<file path="src/rtl/osccfg_pkg.sv">
package osccfg_pkg;

  localparam int unsigned DATA_W = 32;
  localparam int unsigned ADDR_W = 4;

  // Register selection decoded from the word address
  typedef enum logic [1:0] {
    SEL_NONE = 2'd0,
    SEL_KEY  = 2'd1,
    SEL_OSC  = 2'd2
  } reg_sel_e;

endpackage

</file>
<file path="src/rtl/osccfg_rst_sync.sv">
module osccfg_rst_sync (
  input  logic clk,
  input  logic rst_n,
  output logic rst_sync_n
);

  logic [1:0] stage_q;
  logic [1:0] stage_n;

  always_comb begin
    stage_n = {stage_q[0], 1'b1};
  end

  always_ff @(posedge clk or negedge rst_n) begin
    if (!rst_n) begin
      stage_q <= 2'b00;
    end else begin
      stage_q <= stage_n;
    end
  end

  assign rst_sync_n = stage_q[1];

endmodule

</file>
<file path="src/rtl/osccfg_key.sv">
module osccfg_key #(
  parameter int unsigned          DATA_W = 32,
  parameter int unsigned          KEY_W  = 16,
  parameter logic [DATA_W-1:0]    UNLOCK = 32'h0000_A05F
) (
  input  logic              clk,
  input  logic              rst_n,
  input  logic              we,
  input  logic [DATA_W-1:0] wdata,
  output logic              locked,
  output logic [KEY_W-1:0]  key_lo
);

  logic             locked_q, locked_n;
  logic [KEY_W-1:0] key_q, key_n;
  logic             match;

  assign match = (wdata == UNLOCK);

  always_comb begin
    locked_n = locked_q;
    key_n    = key_q;
    if (we) begin
      locked_n = !match;
      key_n    = wdata[KEY_W-1:0];
    end
  end

  always_ff @(posedge clk or negedge rst_n) begin
    if (!rst_n) begin
      locked_q <= 1'b1;
      key_q    <= '0;
    end else begin
      locked_q <= locked_n;
      key_q    <= key_n;
    end
  end

  assign locked = locked_q;
  assign key_lo = key_q;

  // the exact unlock value opens the guard
  a_r2_unlock: assert property (@(posedge clk) disable iff (!rst_n)
    (we && wdata == UNLOCK) |=> !locked);

  // every other value closes it and records its low half
  a_r3_relock: assert property (@(posedge clk) disable iff (!rst_n)
    (we && wdata != UNLOCK) |=> (locked && key_lo == $past(wdata[KEY_W-1:0])));

  // the guard state moves only on a key write
  a_r9_key_quiet: assert property (@(posedge clk) disable iff (!rst_n)
    !we |=> ($stable(locked) && $stable(key_lo)));

endmodule

</file>
<file path="src/rtl/osccfg_field.sv">
module osccfg_field #(
  parameter int unsigned   W   = 9,
  parameter int unsigned   MIN = 0,
  parameter logic [W-1:0]  RST = '0
) (
  input  logic         clk,
  input  logic         rst_n,
  input  logic         we,
  input  logic [W-1:0] d,
  output logic [W-1:0] q
);

  logic [W-1:0] fix_val;
  logic [W-1:0] q_reg, q_nxt;

  generate
    if (MIN > 0) begin : g_floor
      assign fix_val = (d < W'(MIN)) ? W'(MIN) : d;
    end else begin : g_pass
      assign fix_val = d;
    end
  endgenerate

  always_comb begin
    q_nxt = q_reg;
    if (we) begin
      q_nxt = fix_val;
    end
  end

  always_ff @(posedge clk or negedge rst_n) begin
    if (!rst_n) begin
      q_reg <= RST;
    end else begin
      q_reg <= q_nxt;
    end
  end

  assign q = q_reg;

  generate
    if (MIN > 0) begin : g_floor_chk
      // a stored divider never falls below its floor
      a_r7_floor: assert property (@(posedge clk) disable iff (!rst_n)
        we |=> (q >= W'(MIN)));
    end
  endgenerate

  // without an enable the field holds
  a_r4_field_hold: assert property (@(posedge clk) disable iff (!rst_n)
    !we |=> $stable(q));

endmodule

</file>
<file path="src/rtl/osccfg_rdmux.sv">
module osccfg_rdmux
  import osccfg_pkg::*;
#(
  parameter int unsigned DW = 32
) (
  input  reg_sel_e       sel,
  input  logic [DW-1:0]  key_word,
  input  logic [DW-1:0]  osc_word,
  output logic [DW-1:0]  rdata
);

  always_comb begin
    unique case (sel)
      SEL_KEY: rdata = key_word;
      SEL_OSC: rdata = osc_word;
      default: rdata = '0;
    endcase
  end

endmodule

</file>
<file path="src/rtl/osccfg_ctrl.sv">
module osccfg_ctrl
  import osccfg_pkg::*;
#(
  parameter int unsigned        VCO_W    = 9,
  parameter int unsigned        REF_W    = 7,
  parameter int unsigned        SEL_W    = 3,
  parameter int unsigned        VCO_MIN  = 4,
  parameter int unsigned        REF_MIN  = 1,
  parameter int unsigned        KEY_W    = 16,
  parameter logic [ADDR_W-1:0]  KEY_IDX  = 4'd2,
  parameter logic [ADDR_W-1:0]  OSC_IDX  = 4'd5,
  parameter logic [DATA_W-1:0]  UNLOCK   = 32'h0000_A05F,
  parameter logic [DATA_W-1:0]  OSC_DEF  = 32'h0002_1430
) (
  input  logic              clk,
  input  logic              rst_n,
  input  logic              bus_wr,
  input  logic [ADDR_W-1:0] bus_addr,
  input  logic [DATA_W-1:0] bus_wdata,
  output logic [DATA_W-1:0] bus_rdata,
  output logic [VCO_W-1:0]  vco_div,
  output logic [REF_W-1:0]  ref_div,
  output logic [SEL_W-1:0]  out_sel,
  output logic              locked,
  output logic              cfg_update
);

  localparam int unsigned REF_LO  = VCO_W;
  localparam int unsigned SEL_LO  = VCO_W + REF_W;
  localparam int unsigned FIELD_W = SEL_LO + SEL_W;
  localparam int unsigned UP_W    = DATA_W - FIELD_W;
  localparam int unsigned PAD_W   = DATA_W - KEY_W - 1;

  logic             rst_sync_n;
  reg_sel_e         sel;
  logic             key_we;
  logic             osc_we;
  logic             guard_closed;
  logic [KEY_W-1:0] key_lo;
  logic [UP_W-1:0]  upper_q;
  logic             upd_q, upd_n;
  logic [DATA_W-1:0] key_word;
  logic [DATA_W-1:0] osc_word;

  osccfg_rst_sync u_rst (
    .clk        (clk),
    .rst_n      (rst_n),
    .rst_sync_n (rst_sync_n)
  );

  always_comb begin
    if (bus_addr == KEY_IDX) begin
      sel = SEL_KEY;
    end else if (bus_addr == OSC_IDX) begin
      sel = SEL_OSC;
    end else begin
      sel = SEL_NONE;
    end
  end

  assign key_we = bus_wr && (sel == SEL_KEY);
  assign osc_we = bus_wr && (sel == SEL_OSC) && !guard_closed;

  osccfg_key #(
    .DATA_W (DATA_W),
    .KEY_W  (KEY_W),
    .UNLOCK (UNLOCK)
  ) u_key (
    .clk    (clk),
    .rst_n  (rst_sync_n),
    .we     (key_we),
    .wdata  (bus_wdata),
    .locked (guard_closed),
    .key_lo (key_lo)
  );

  osccfg_field #(
    .W   (VCO_W),
    .MIN (VCO_MIN),
    .RST (OSC_DEF[VCO_W-1:0])
  ) u_vco (
    .clk   (clk),
    .rst_n (rst_sync_n),
    .we    (osc_we),
    .d     (bus_wdata[VCO_W-1:0]),
    .q     (vco_div)
  );

  osccfg_field #(
    .W   (REF_W),
    .MIN (REF_MIN),
    .RST (OSC_DEF[SEL_LO-1:REF_LO])
  ) u_ref (
    .clk   (clk),
    .rst_n (rst_sync_n),
    .we    (osc_we),
    .d     (bus_wdata[SEL_LO-1:REF_LO]),
    .q     (ref_div)
  );

  osccfg_field #(
    .W   (SEL_W),
    .MIN (0),
    .RST (OSC_DEF[FIELD_W-1:SEL_LO])
  ) u_sel (
    .clk   (clk),
    .rst_n (rst_sync_n),
    .we    (osc_we),
    .d     (bus_wdata[FIELD_W-1:SEL_LO]),
    .q     (out_sel)
  );

  osccfg_field #(
    .W   (UP_W),
    .MIN (0),
    .RST (OSC_DEF[DATA_W-1:FIELD_W])
  ) u_upper (
    .clk   (clk),
    .rst_n (rst_sync_n),
    .we    (osc_we),
    .d     (bus_wdata[DATA_W-1:FIELD_W]),
    .q     (upper_q)
  );

  always_comb begin
    upd_n = osc_we;
  end

  always_ff @(posedge clk or negedge rst_sync_n) begin
    if (!rst_sync_n) begin
      upd_q <= 1'b0;
    end else begin
      upd_q <= upd_n;
    end
  end

  assign key_word = {{PAD_W{1'b0}}, guard_closed, key_lo};
  assign osc_word = {upper_q, out_sel, ref_div, vco_div};

  osccfg_rdmux #(
    .DW (DATA_W)
  ) u_rd (
    .sel      (sel),
    .key_word (key_word),
    .osc_word (osc_word),
    .rdata    (bus_rdata)
  );

  assign locked     = guard_closed;
  assign cfg_update = upd_q;

  // a refused oscillator write leaves the whole word untouched
  a_r4_locked_ignore: assert property (@(posedge clk) disable iff (!rst_sync_n)
    (bus_wr && bus_addr == OSC_IDX && locked) |=> $stable(osc_word));

  // the upper bits follow an accepted write
  a_r6_upper_kept: assert property (@(posedge clk) disable iff (!rst_sync_n)
    (bus_wr && bus_addr == OSC_IDX && !locked) |=> (upper_q == $past(bus_wdata[DATA_W-1:FIELD_W])));

  // the strobe follows an accepted write and nothing else
  a_r8_strobe: assert property (@(posedge clk) disable iff (!rst_sync_n)
    cfg_update |-> $past(bus_wr && bus_addr == OSC_IDX && !locked));

  // an accepted write always raises the strobe
  a_r8_strobe_seen: assert property (@(posedge clk) disable iff (!rst_sync_n)
    (bus_wr && bus_addr == OSC_IDX && !locked) |=> cfg_update);

endmodule

</file>
<file path="config.mk">
export PLATFORM = sky130hd
export DESIGN_NAME = osccfg_ctrl
export DESIGN_NICKNAME = d
export VERILOG_FILES = /design/src/rtl/osccfg_pkg.sv /design/src/rtl/osccfg_rst_sync.sv /design/src/rtl/osccfg_key.sv /design/src/rtl/osccfg_field.sv /design/src/rtl/osccfg_rdmux.sv /design/src/rtl/osccfg_ctrl.sv
export SDC_FILE = /design/constraint.sdc
export NUM_CORES = 1
export LEC_CHECK = 0
export ABC_AREA = 0
export BUFFER_PORTS_ARGS = -buffer_cell sky130_fd_sc_hd__buf_2
export CORE_ASPECT_RATIO = 0.5
export CORE_MARGIN = 5
export CORE_UTILIZATION = 44
export DETAILED_ROUTE_END_ITERATION = 12
export HOLD_SLACK_MARGIN = 0.03
export PLACE_DENSITY = 0.69
export SKIP_LAST_GASP = 1
export SLEW_MARGIN = 0
export SYNTH_ARGS = -nofsm -noshare
export SYNTH_HDL_FRONTEND = slang
export SYNTH_SLANG_ARGS = --single-unit
export TNS_END_PERCENT = 100
</file>
<file path="constraint.sdc">
create_clock -name clk -period 2 [get_ports clk]
set_input_delay 0.3 -clock clk [delete_from_list [all_inputs] [get_ports clk]]
set_output_delay 0.3 -clock clk [all_outputs]
set_load 0.03 [all_outputs]
</file>
After elaboration in Yosys (flattened, before gate mapping)
Index checks and enable logic that the tools add are counted.

storage, ports and cells
  register bits = 52
  bits of input ports = 39
  output and inout port bits = 53
  logic and storage cells = 25

cells by class
  order comparisons = 2
  equal/unequal tests = 5
  mux-type cells = 5
  reduce and logical (&&, ||, !) cells = 5

operator list
  cell                                                                  number
  32-bit one-hot mux with 2 select lines                                1
  32-bit by 16-bit == test with 1-bit output, second input constant     1
  9-bit by 3-bit < comparator with 1-bit output, second input constant  1
  9-bit 2-to-1 mux                                                      1
  7-bit by 1-bit < comparator with 1-bit output, second input constant  1
  7-bit 2-to-1 mux                                                      1
  4-bit by 2-bit == test with 1-bit output, second input constant       1
  4-bit by 3-bit == test with 1-bit output, second input constant       1
  2-bit 2-to-1 mux                                                      2
  1-bit logical AND                                                     3
  2-bit by 1-bit == test with 1-bit output, second input constant       1
  2-bit == test, second input constant                                  1
  1-bit zero test                                                       2

Depth between registers and ports, before layout
Gate-level depths: netlist of the first run.

  depth in word-level cells = 6
  gate-level depth with buffers = 6
  gate-level depth less buffers = 4

By module
From an unflattened synthesis of the first run, not the netlist that was laid out.

second synthesis, totals
  cell total of the unflattened synthesis = 211
  area, all modules = 2652.5 sq um

modules (own cells, without submodules)
  module                  times used  cells each  area each (sq um)  seq. area each (sq um)
  osccfg_key              1           47          725.7              426.7
  osccfg_field (u_upper)  1           27          520.5              325.3
  osccfg_rdmux            1           77          489.2              0.0
  osccfg_field (u_vco)    1           24          395.4              227.7
  osccfg_field (u_ref)    1           18          290.3              177.7
  osccfg_field (u_sel)    1           6           110.1              76.3
  osccfg_ctrl             1           9           67.6               25.0
  osccfg_rst_sync         1           3           53.8               50.0

Least setup slack after synthesis of the first run
OpenSTA, ideal clock, no wires.

  path kind = reg2reg
  start point = register u_key.locked_q, in the netlist u_key.locked
  end point = register u_ref.q_reg[2], in the netlist u_ref.q[2]
  library setup time = 0.125 ns
  arrival = 1.625 ns
  required time = 1.875 ns
  setup slack = 0.251 ns
  cell stages (with the launch flop) = 7
  buffers on the path = 2
  clock period less this slack = 1.749 ns
  cell sequence = dfstp_2 nand2b_1 or2_1 buf_2 inv_2 buf_2 mux2_2

on the way
  word-level cells in the longest chain between the ends = 2

ends and longest elaborated chain
  what                    line                RTL
  start, declared         osccfg_key.sv:14    logic locked_q, locked_n;
  start signal, assigned  osccfg_key.sv:34    locked_q <= locked_n;
  1-bit zero test         osccfg_ctrl.sv:62   assign osc_we = bus_wr && (sel == SEL_OSC) && !guard_closed;
  1-bit logical AND       osccfg_ctrl.sv:62
  net osc_we              osccfg_ctrl.sv:37   logic osc_we;
  end signal, assigned    osccfg_field.sv:35  q_reg <= q_nxt;
  end, declared           osccfg_field.sv:14  logic [W-1:0] q_reg, q_nxt;

The timed path passes the listed nets, and every way through them passes these cells.
A chain may end at the register's enable or synchronous reset.

Worst setup path after layout of the first run
  start point = input bus_addr[0]
  end point = output bus_rdata[7]

on the way
  word-level cells in the longest chain between the ends = 5

ends and longest elaborated chain
  what                                                                       line                RTL
  start, declared                                                            osccfg_ctrl.sv:18   input logic [ADDR_W-1:0] bus_addr,
  4-bit by 3-bit == test with 1-bit output                                   osccfg_ctrl.sv:54   end else if (bus_addr == OSC_IDX) begin
  2-bit 2-to-1 mux                                                           osccfg_ctrl.sv:54
  2-bit 2-to-1 mux *                                                         osccfg_ctrl.sv:52   if (bus_addr == KEY_IDX) begin
  2-bit == test or 2-bit by 1-bit == test with 1-bit output (tied branches)  osccfg_rdmux.sv:13  unique case (sel)
  32-bit one-hot mux with 2 select lines *                                   osccfg_rdmux.sv:13
  end, declared                                                              osccfg_ctrl.sv:20   output logic [DATA_W-1:0] bus_rdata,

Mark *: on every way between the ends. The rest lies on a longest branch, timed or not.

==> out/qor.txt, run 1 <==
Critical Path Fanout Max: 19
GRT met2 Usage: 0.291
met3 global-route usage: 0.0368
final setup fails: 0
Die H: 63.0 microns
Hold Crit Class: input port to register
clock tree from TritonCTS: built
Critical-path top delay cell: nor4b_4
GRT Overall Usage: 0.167
worst path required time: 1700 ps
H-tree levels: 2
number of CTS-inserted buffers: 5
most used cell along the critical path: buf_2
GR peak layer: met2
Synth Flop Type: dfrtp_1
CP peak stage delay: 320 ps
die width: 116 microns
Startpoint Class: input port
async set-reset flop share out of synthesis: 1.00
row cnt: 19
layout cell share with drive strength beyond 1: 0.498
number of remaining DRC errors: 0
Fill cells: 502
final cell count without fillers: 342
Die ar.: 0.00731 sq mm
RSZ-0062 raised after global routing: no
maximum number of pins on one net before global-route repair: 51
RePlAce Congestion: 0.732
CTS clk-pin slew, worst paths: 60 ps
io pins: 92
Syn. warnings: 0
number of post-CTS setup repair buffers: 0
min Tclk post-route: 1610 ps
Resize count post-CTS: 0
Crit path arrival time: 1310 ps
final wirelength: 5.73 mm
Worst slew margin: 0.578
max reg flops: 16
initial antenna violation count: 0
Remaining Overflow, GRT: 0
PwrDens: 1050 mW/mm^2
top cells by area, synth: dfrtp_1 (47%), mux2_1 (11%), mux2_2 (8.2%), a22o_1 (6.7%), dfstp_2 (6.4%)
number of synthesized flops with an enable pin: 0
status: finished clean
Max-Cap Viols: 0
Avg Inst Size Synth: 13.0 sq um
Hold Buf Count CTS: 1
crit-path cells: buf_2 > nor4b_4 > buf_12 > a22o_1 > buf_2
Crit. End Element: output port
DP Cell Count: 333
synth unique cells: 36
Initial Utilization: 0.452
TritonRoute pass-1 iters: 4
Setup Skew: 2.01 ps
number of port buffers: 91
vias in the first global route: 1933
setup_tns: 0 ps
fmax: 619 MHz
wire per inst: 16.8 microns
HPWL after DPL: 4.27 mm
Final ANT Viol Nets: 0
Clock Tree Buf Depth: 2
Max VDD drop: 465 uV
Layout Nets: 307
Root Driver: clkbuf_16
vias per cell: 5.12
Cell Area, Synth: 0.00247 sq mm
clock sinks: 52
Core Footprint: 0.00547 sq mm
Slew Viols, Final: 0
met1 Use GR: 0.215
Synthesized Nets: 229
Area Growth Syn to Fin: 25.6%
register area share after synthesis: 0.530
first-pass GRT wire length: 9.77 mm
top cell type's share of synthesized area: 0.466
clk_lat worst skew: 280 ps
Iter 0 DRT Violations: 47
Slew @ Worst Pin: 633 ps
Mapped Cells: 190
Vias: 1751
synthesized flop and latch total: 52
leakage dissipation: 1.57 nW
# diodes: 0
Hold Vio Cnt, Final: 0
crit path kind: input port to output port
post-route clock period utilization: 0.807
leading area contributor after synthesis: dfrtp_1
[Yosys cell counts (2+ instances only)]
| cell | instances |
|---|---|
| clkbuf_1 | 4 |
| nor3_1 | 2 |
| o21ai_1 | 2 |
| mux2_1 | 25 |
| nor4_1 | 3 |
| and2_1 | 15 |
| mux2_2 | 18 |
| o21ai_0 | 2 |
| a22o_1 | 19 |
| inv_1 | 2 |
| or4_1 | 2 |
| dfrtp_1 | 46 |
| dfstp_2 | 6 |
| buf_2 | 4 |
| buf_4 | 19 |
[routing by layer]
layer / wire (microns) / vias up
li1: - / 824
met1: 2430 / 883
met2: 2970 / 39
met3: 292 / 5
met4: 42 / 0
met5: 0 / -
[path summary, 6_finish.rpt]
check / start / end / cells after the start / slack, ps
worst min-delay path: bus_wdata[22] / u_upper.q[3]$_DFFE_PN0P_ / 2 / 250
min in group asynchronous: rst_n / u_rst.stage_q[0]$_DFF_PN0_ / 2 / 320
worst min register to register: u_rst.stage_q[0]$_DFF_PN0_ / u_rst.stage_q[1]$_DFF_PN0_ / 0 / 350
worst max register to register: u_key.locked$_DFFE_PN1P_ / u_upper.q[2]$_DFFE_PN0P_ / 4 / 410
worst max-delay path: bus_addr[0] / bus_rdata[7] / 5 / 390
max in group asynchronous: u_rst.stage_q[1]$_DFF_PN0_ / u_key.key_lo[8]$_DFFE_PN0P_ / 1 / 1210
[layout by cell type, fill, tap and decap left out, types with 2 or more instances in the layout]
master | Yosys | layout
nor3_1 | 2 | 2
dfstp_2 | 6 | 6
a22o_1 | 19 | 19
dfrtp_1 | 46 | 45
clkbuf_8 | 0 | 2
o21ai_0 | 2 | 2
o21ai_1 | 2 | 2
clkbuf_16 | 0 | 5
buf_4 | 19 | 4
and2_1 | 15 | 15
or4_1 | 2 | 2
mux2_1 | 25 | 25
inv_1 | 2 | 2
buf_2 | 4 | 91
mux2_2 | 18 | 18
buf_12 | 0 | 2
nor4_1 | 3 | 3
[worst max-delay path, delay by kind of cell]
family / cells / cell delay, ps
AO/OA/AOI/OAI: 1 / 160
AND/OR/NAND/NOR: 1 / 320
buffers and inverters: 3 / 530
[layout make-up]
type	instances	area, sq um	area share
clock buffers	7	153	0.0492
clock inverters	1	30.0	0.00967
inverters	3	11.3	0.00363
multi-input cells	108	973	0.314
flip-flops and latches	52	1310	0.422
well taps	73	91.3	0.0294
repair buffers	98	536	0.173
[power breakdown]
group / leakage (nW) / total (mW) / switching [mW] / internal, mW
Clock: 0.0901 / 1.01 / 0.353 / 0.658
Combinational: 0.849 / 0.770 / 0.464 / 0.306
Sequential: 0.636 / 1.48 / 0.150 / 1.33
[stage by stage]
stage | area (sq um) | setup WS (ps) | hold slack, ps | utilization | power, mW
after floorplan | 2470 | 251 | 4.41 | - | 2.15
after global placement | 2910 | 127 | 85.0 | 0.532 | 2.24
after detailed placement | 2910 | 116 | 87.1 | 0.532 | 2.28
after CTS | 3100 | 388 | 240 | 0.568 | 3.31
after global routing | 3100 | 314 | 241 | 0.568 | 3.45
final | 3100 | 386 | 248 | 0.568 | 3.26
[kinds of logic (layout without fill, tap and decap cells)]
group	count (synthesis)	after routing	share of synthesized area
other cells	1	1	0.00152
flops	52	52	0.530
simple gates	36	36	0.106
mux	43	43	0.196
buf+inv	30	109	0.0765
compound gates	28	28	0.0906
(Power assumes the default switching activity.)
==> run 2, diff against run 1 <==
PLACE_DENSITY = 0.71   (was 0.69)
clock period = 1.45 ns   (was 2 ns; I/O delays follow)
==> run 2 against run 1 <==
  * The flow now finishes with violations (setup timing)
  * Cell count up 5.3%
  * Global-route usage rose by 2.0 points
  * Combinational power increased by 65%
  * Clock-buffer cell count stayed put
  * Wire length is 14% higher
  * Power grew 46%
  * Via count grew 6.6%
  * Register-to-register slack got worse by 460 ps
  * Final area is 15% higher
  * Clock skew up 2.5 ps
  * Sequential cell count is the same
  * Critical endpoint is now u_upper.q[3]$_DFFE_PN0P_
==> out/qor.txt, run 2 (synthesized netlist as in run 1, its figures left out) <==
TritonRoute pass-1 iters: 4 (unchanged)
Max VDD drop: 828 uV (+78%)
Initial Utilization: 0.452 (unchanged)
initial antenna violation count: 0 (unchanged)
Iter 0 DRT Violations: 82 (+74%)
vias per cell: 5.18 (+1.2%)
most common cell after layout, fill and taps aside: buf_2
layout cell share with drive strength beyond 1: 0.638 (+0.139)
number of port buffers: 91 (unchanged)
Vias: 1866 (+6.6%)
first-pass GRT wire length: 10.6 mm (+8.9%)
violated checks: setup timing
Die ar.: 0.00731 sq mm (unchanged)
clock tree from TritonCTS: built
final setup fails: 21 (+21)
Max-Cap Viols: 0 (unchanged)
Area Growth Syn to Fin: 44.7%
most frequent cells in the layout: buf_2 (76), dfrtp_1 (45), mux2_4 (20)
Min Hold Slack: 159 ps (-88.6 ps)
Area after DPL: 0.00308 sq mm (+5.8%)
row cnt: 19 (unchanged)
Root Driver: clkbuf_16
Setup WS pre-CTS: -257 ps (-372 ps)
total power: 4.78 mW (+46%)
Slew Viols, Final: 0 (unchanged)
DP Cell Count: 346 (+3.9%)
Layout Nets: 325 (+5.9%)
RePlAce Congestion: 0.828 (+13%)
Crit. End Element: register
final cell count without fillers: 360 (+5.3%)
status: finished with violations
post-route clock period utilization: 1.03
Critical Path Fanout Max: 5 (-14)
Final Core Density: 0.654 (+0.0860)
Hold Crit Class: input port to register
max reg flops: 16 (unchanged)
worst path required time: 1630 ps (-70 ps)
Setup Skew: 4.53 ps (+2.53 ps)
clock sinks: 52 (unchanged)
Startpoint Class: register
Die H: 63.0 microns (unchanged)
clk_lat worst skew: 290 ps (about the same)
number of CTS-inserted buffers: 5 (unchanged)
Design Area, Final: 0.00357 sq mm (+15%)
HPWL after DPL: 4.62 mm (+8.2%)
io pins: 92 (unchanged)
RSZ-0062 raised after global routing: yes
wire per inst: 18.2 microns (+8.5%)
GRT Overall Usage: 0.187 (+0.0197)
crit path kind: register to register
final wirelength: 6.54 mm (+14%)
Clock Tree Buf Depth: 2 (unchanged)
PnR worst setup slack: -45.7 ps (-431 ps)
H-tree levels: 2 (unchanged)
min Tclk post-route: 1500 ps
number of remaining DRC errors: 0 (unchanged)
leakage dissipation: 1.86 nW (+18%)
Hold Vio Cnt, Final: 0 (unchanged)
CTS clk-pin slew, worst paths: 70 ps (about the same)
die width: 116 microns (unchanged)
vias in the first global route: 2044 (+5.7%)
Core Footprint: 0.00547 sq mm (unchanged)
maximum number of pins on one net before global-route repair: 51 (unchanged)
Final ANT Viol Nets: 0 (unchanged)
# diodes: 0 (unchanged)
PwrDens: 1340 mW/mm^2 (+27%)
Remaining Overflow, GRT: 0 (unchanged)
fmax: 669 MHz
Fill cells: 428 (-15%)
setup_tns: -492 ps (-492 ps)
Crit path arrival time: 1670 ps (+360 ps)
[run 2: critical path: stages (launching register included)]
cell and delay [ps]:
dfstp_2 540, nand2b_4 130, or2_4 130, buf_12 150, buf_8 130, mux2_4 290
[run 2: routing by layer]
layer  up-vias  global-route usage  share of wire
met1       935               0.251           0.44
met2        57               0.299           0.50
met3         4              0.0455          0.049
li1        870                   -              -
met5         -                   0              0
met4         0              0.0579         0.0081
[run 2: report_power, final]
part | leakage (nW) | internal (mW) | switching (mW)
Combinational | 1.13 | 0.599 | 0.675
Clock | 0.0901 | 0.909 | 0.508
Sequential | 0.636 | 1.84 | 0.248
Total | 1.86 | 3.35 | 1.43
[run 2: path summary, 6_finish.rpt]
kind,from,to,slack [ps],cells past startpoint
worst min register to register,u_rst.stage_q[1]$_DFF_PN0_,u_upper.q[12]$_DFFE_PN0P_,250,1
min in group asynchronous,rst_n,u_rst.stage_q[0]$_DFF_PN0_,240,2
max in group asynchronous,u_rst.stage_q[1]$_DFF_PN0_,u_ref.q[1]$_DFFE_PN1P_,920,1
worst min-delay path,bus_wdata[24],u_upper.q[5]$_DFFE_PN0P_,160,2
worst max register to register,u_key.locked$_DFFE_PN1P_,u_upper.q[3]$_DFFE_PN0P_,-50,5
worst max-delay path,u_key.locked$_DFFE_PN1P_,u_upper.q[3]$_DFFE_PN0P_,-50,5
[run 2: timing repair]
action	in CTS	in global routing
endpoints found under the hold margin	2	0
buffers inserted	3	1
resized for setup	53	10
hold buffers	1	0
setup endpoints to repair	48	54
gates cloned	1	1
pin swaps	6	5
[run 2: final cells by class]
cell class              count  area, sq um  share of cell area
repair buffers            115          795               0.222
repair inverters            1         16.3             0.00455
clock buffers               7          153              0.0427
clock inverters             1         30.0             0.00840
well taps                  73         91.3              0.0256
flip-flops and latches     52         1310               0.366
multi-input cells         108         1140               0.320
inverters                   3         37.5              0.0105
==> run 3, diff against run 2 <==
CELL_PAD_IN_SITES_DETAIL_PLACEMENT = 1   (was default)
CELL_PAD_IN_SITES_GLOBAL_PLACEMENT = 1   (was default)
CORE_UTILIZATION = 34   (was 44)
==> run 3 against run 2 <==
  * The flow now finishes without violations
  * Final area shrank 2.7%
  * Core utilization shrank 17 points
  * Wire length grew 12%
  * Non-clock buffer count shrank 1
  * Sequential power is essentially flat
  * Maximum frequency grew 4.1%
  * Cell count grew 5.8%
  * Sequential cell count is the same
  * Largest power group unchanged
==> out/qor.txt, run 3 (synthesized netlist as in run 1, its figures left out) <==
Max-Cap Viols: 0 (unchanged)
crit path kind: input port to output port
Final ANT Viol Nets: 0 (unchanged)
min Tclk post-route: 1440 ps (-59.0 ps)
Die H: 70.3 microns (+12%)
clock tree from TritonCTS: built
leakage dissipation: 1.76 nW (-5.3%)
RePlAce Congestion: 0.740 (-11%)
Area after DPL: 0.00310 sq mm (+0.61%)
status: finished clean
worst-case reg-to-reg path depth: 4 (-1)
Crit. End Element: output port
Setup Skew: 2.86 ps (-1.68 ps)
Startpoint Class: input port
Design Area, Final: 0.00348 sq mm (-2.7%)
Remaining Overflow, GRT: 0 (unchanged)
TritonRoute pass-1 iters: 4 (unchanged)
number of port buffers: 91 (unchanged)
register-to-register setup slack: 30 ps (+80 ps)
GRT met2 Usage: 0.285 (-0.0136)
Die ar.: 0.00918 sq mm (+26%)
Vias: 1886 (+1.1%)
vias per cell: 4.95 (-4.5%)
post-route clock period utilization: 0.991 (-0.0407)
Min Hold Slack: 165 ps (+6.25 ps)
GR peak layer: met2
io pins: 92 (unchanged)
fmax: 696 MHz (+4.1%)
Initial Utilization: 0.344 (-0.108)
max reg flops: 16 (unchanged)
most frequent cells in the layout: buf_2 (62), dfrtp_1 (45), buf_4 (22)
number of CTS-inserted buffers: 5 (unchanged)
met1 Use GR: 0.191 (-0.0605)
Root Driver: clkbuf_16
Clock Tree Buf Depth: 2 (unchanged)
vias in the first global route: 2102 (+2.8%)
CTS clk-pin slew, worst paths: 70 ps (about the same)
Final Core Density: 0.484 (-0.170)
Crit path arrival time: 1220 ps (-450 ps)
Core Footprint: 0.00718 sq mm (+31%)
maximum number of pins on one net before global-route repair: 39 (-24%)
Slew Viols, Final: 0 (unchanged)
first-pass GRT wire length: 11.2 mm (+5.6%)
Iter 0 DRT Violations: 45 (-45%)
Area Growth Syn to Fin: 40.7%
total power: 4.54 mW (-5.1%)
Hold Vio Cnt, Final: 0 (unchanged)
# diodes: 0 (unchanged)
wire per inst: 19.2 microns (+5.4%)
H-tree levels: 2 (unchanged)
row cnt: 22 (+3)
HPWL after DPL: 5.24 mm (+13%)
Hold Crit Class: register to asynchronous set/reset pin
clock sinks: 52 (unchanged)
PwrDens: 1300 mW/mm^2 (-2.4%)
RSZ-0062 raised after global routing: yes
clk_lat worst skew: 280 ps (about the same)
final wirelength: 7.30 mm (+12%)
met3 global-route usage: 0.0367 (-0.00879)
worst path required time: 1230 ps (-400 ps)
Critical Path Fanout Max: 21 (+16)
most common cell after layout, fill and taps aside: buf_2
number of remaining DRC errors: 0 (unchanged)
layout cell share with drive strength beyond 1: 0.625 (-0.0131)
Layout Nets: 323 (-0.62%)
die width: 131 microns (+13%)
final setup fails: 0 (-100%)
GRT Overall Usage: 0.157 (-0.0298)
Max VDD drop: 559 uV (-32%)
initial antenna violation count: 0 (unchanged)
-- run 3: cell types whose count changed in the layout (fill, tap and decap cells not counted), sizes merged --
cell    change
inv         +1
clkbuf     +10
buf        -10
clkinv      -2
bufinv      -1
-- run 3: final timing paths --
kind | end | from
max reg2reg | u_upper.q[10]$_DFFE_PN0P_ | u_key.locked$_DFFE_PN1P_
min | u_upper.q[6]$_DFFE_PN0P_ | u_rst.stage_q[1]$_DFF_PN0_
max | bus_rdata[26] | bus_addr[1]
min reg2reg | u_upper.q[6]$_DFFE_PN0P_ | u_rst.stage_q[1]$_DFF_PN0_
max in group asynchronous | u_ref.q[1]$_DFFE_PN1P_ | u_rst.stage_q[1]$_DFF_PN0_
min in group clk | u_upper.q[9]$_DFFE_PN0P_ | bus_wdata[28]
-- run 3: repair_timing --
action,4_1_cts,5_1_grt
endpoints found under the hold margin,2,0
hold buffers,1,0
gates cloned,1,0
buffers inserted,3,3
pin swaps,3,5
resized for setup,31,28
setup endpoints to repair,45,52
-- run 3: cell type report --
class / count / area (sq um)
fill: 768 / 3710
sequential: 52 / 1310
multi-input combinational: 108 / 1070
timing repair buffer: 114 / 807
clock buffer: 8 / 146
tap: 96 / 120
inverter: 3 / 18.8
-- run 3: metal layers --
layer / vias to the layer above / share of wire / routed length, microns
met4: 0 / 0.0070 / 51
met3: 4 / 0.040 / 290
met2: 34 / 0.54 / 3930
met1: 989 / 0.42 / 3030
li1: 859 / - / -
met5: - / 0 / 0
-- run 3: critical path, stage by stage --
cell and delay (ps):
buf_2 120, and4bb_4 370, buf_12 160, and2_1 140, buf_2 200
-- run 3: per-stage QoR --
step,worst slack (ps),TNS [ps],instances
final,13.3,0,381
after global routing,-46.4,-569,381
after CTS,-18.2,-34.1,378
after detailed placement,-267,-8520,366
after global placement,-232,-7460,366
after floorplan,-131,-2380,190
-- run 3: power breakdown --
part	switching, mW	leakage [nW]	total [mW]	internal [mW]
Clock	0.500	0.0712	1.19	0.690
Combinational	0.682	1.05	1.27	0.591
Sequential	0.236	0.636	2.07	1.84
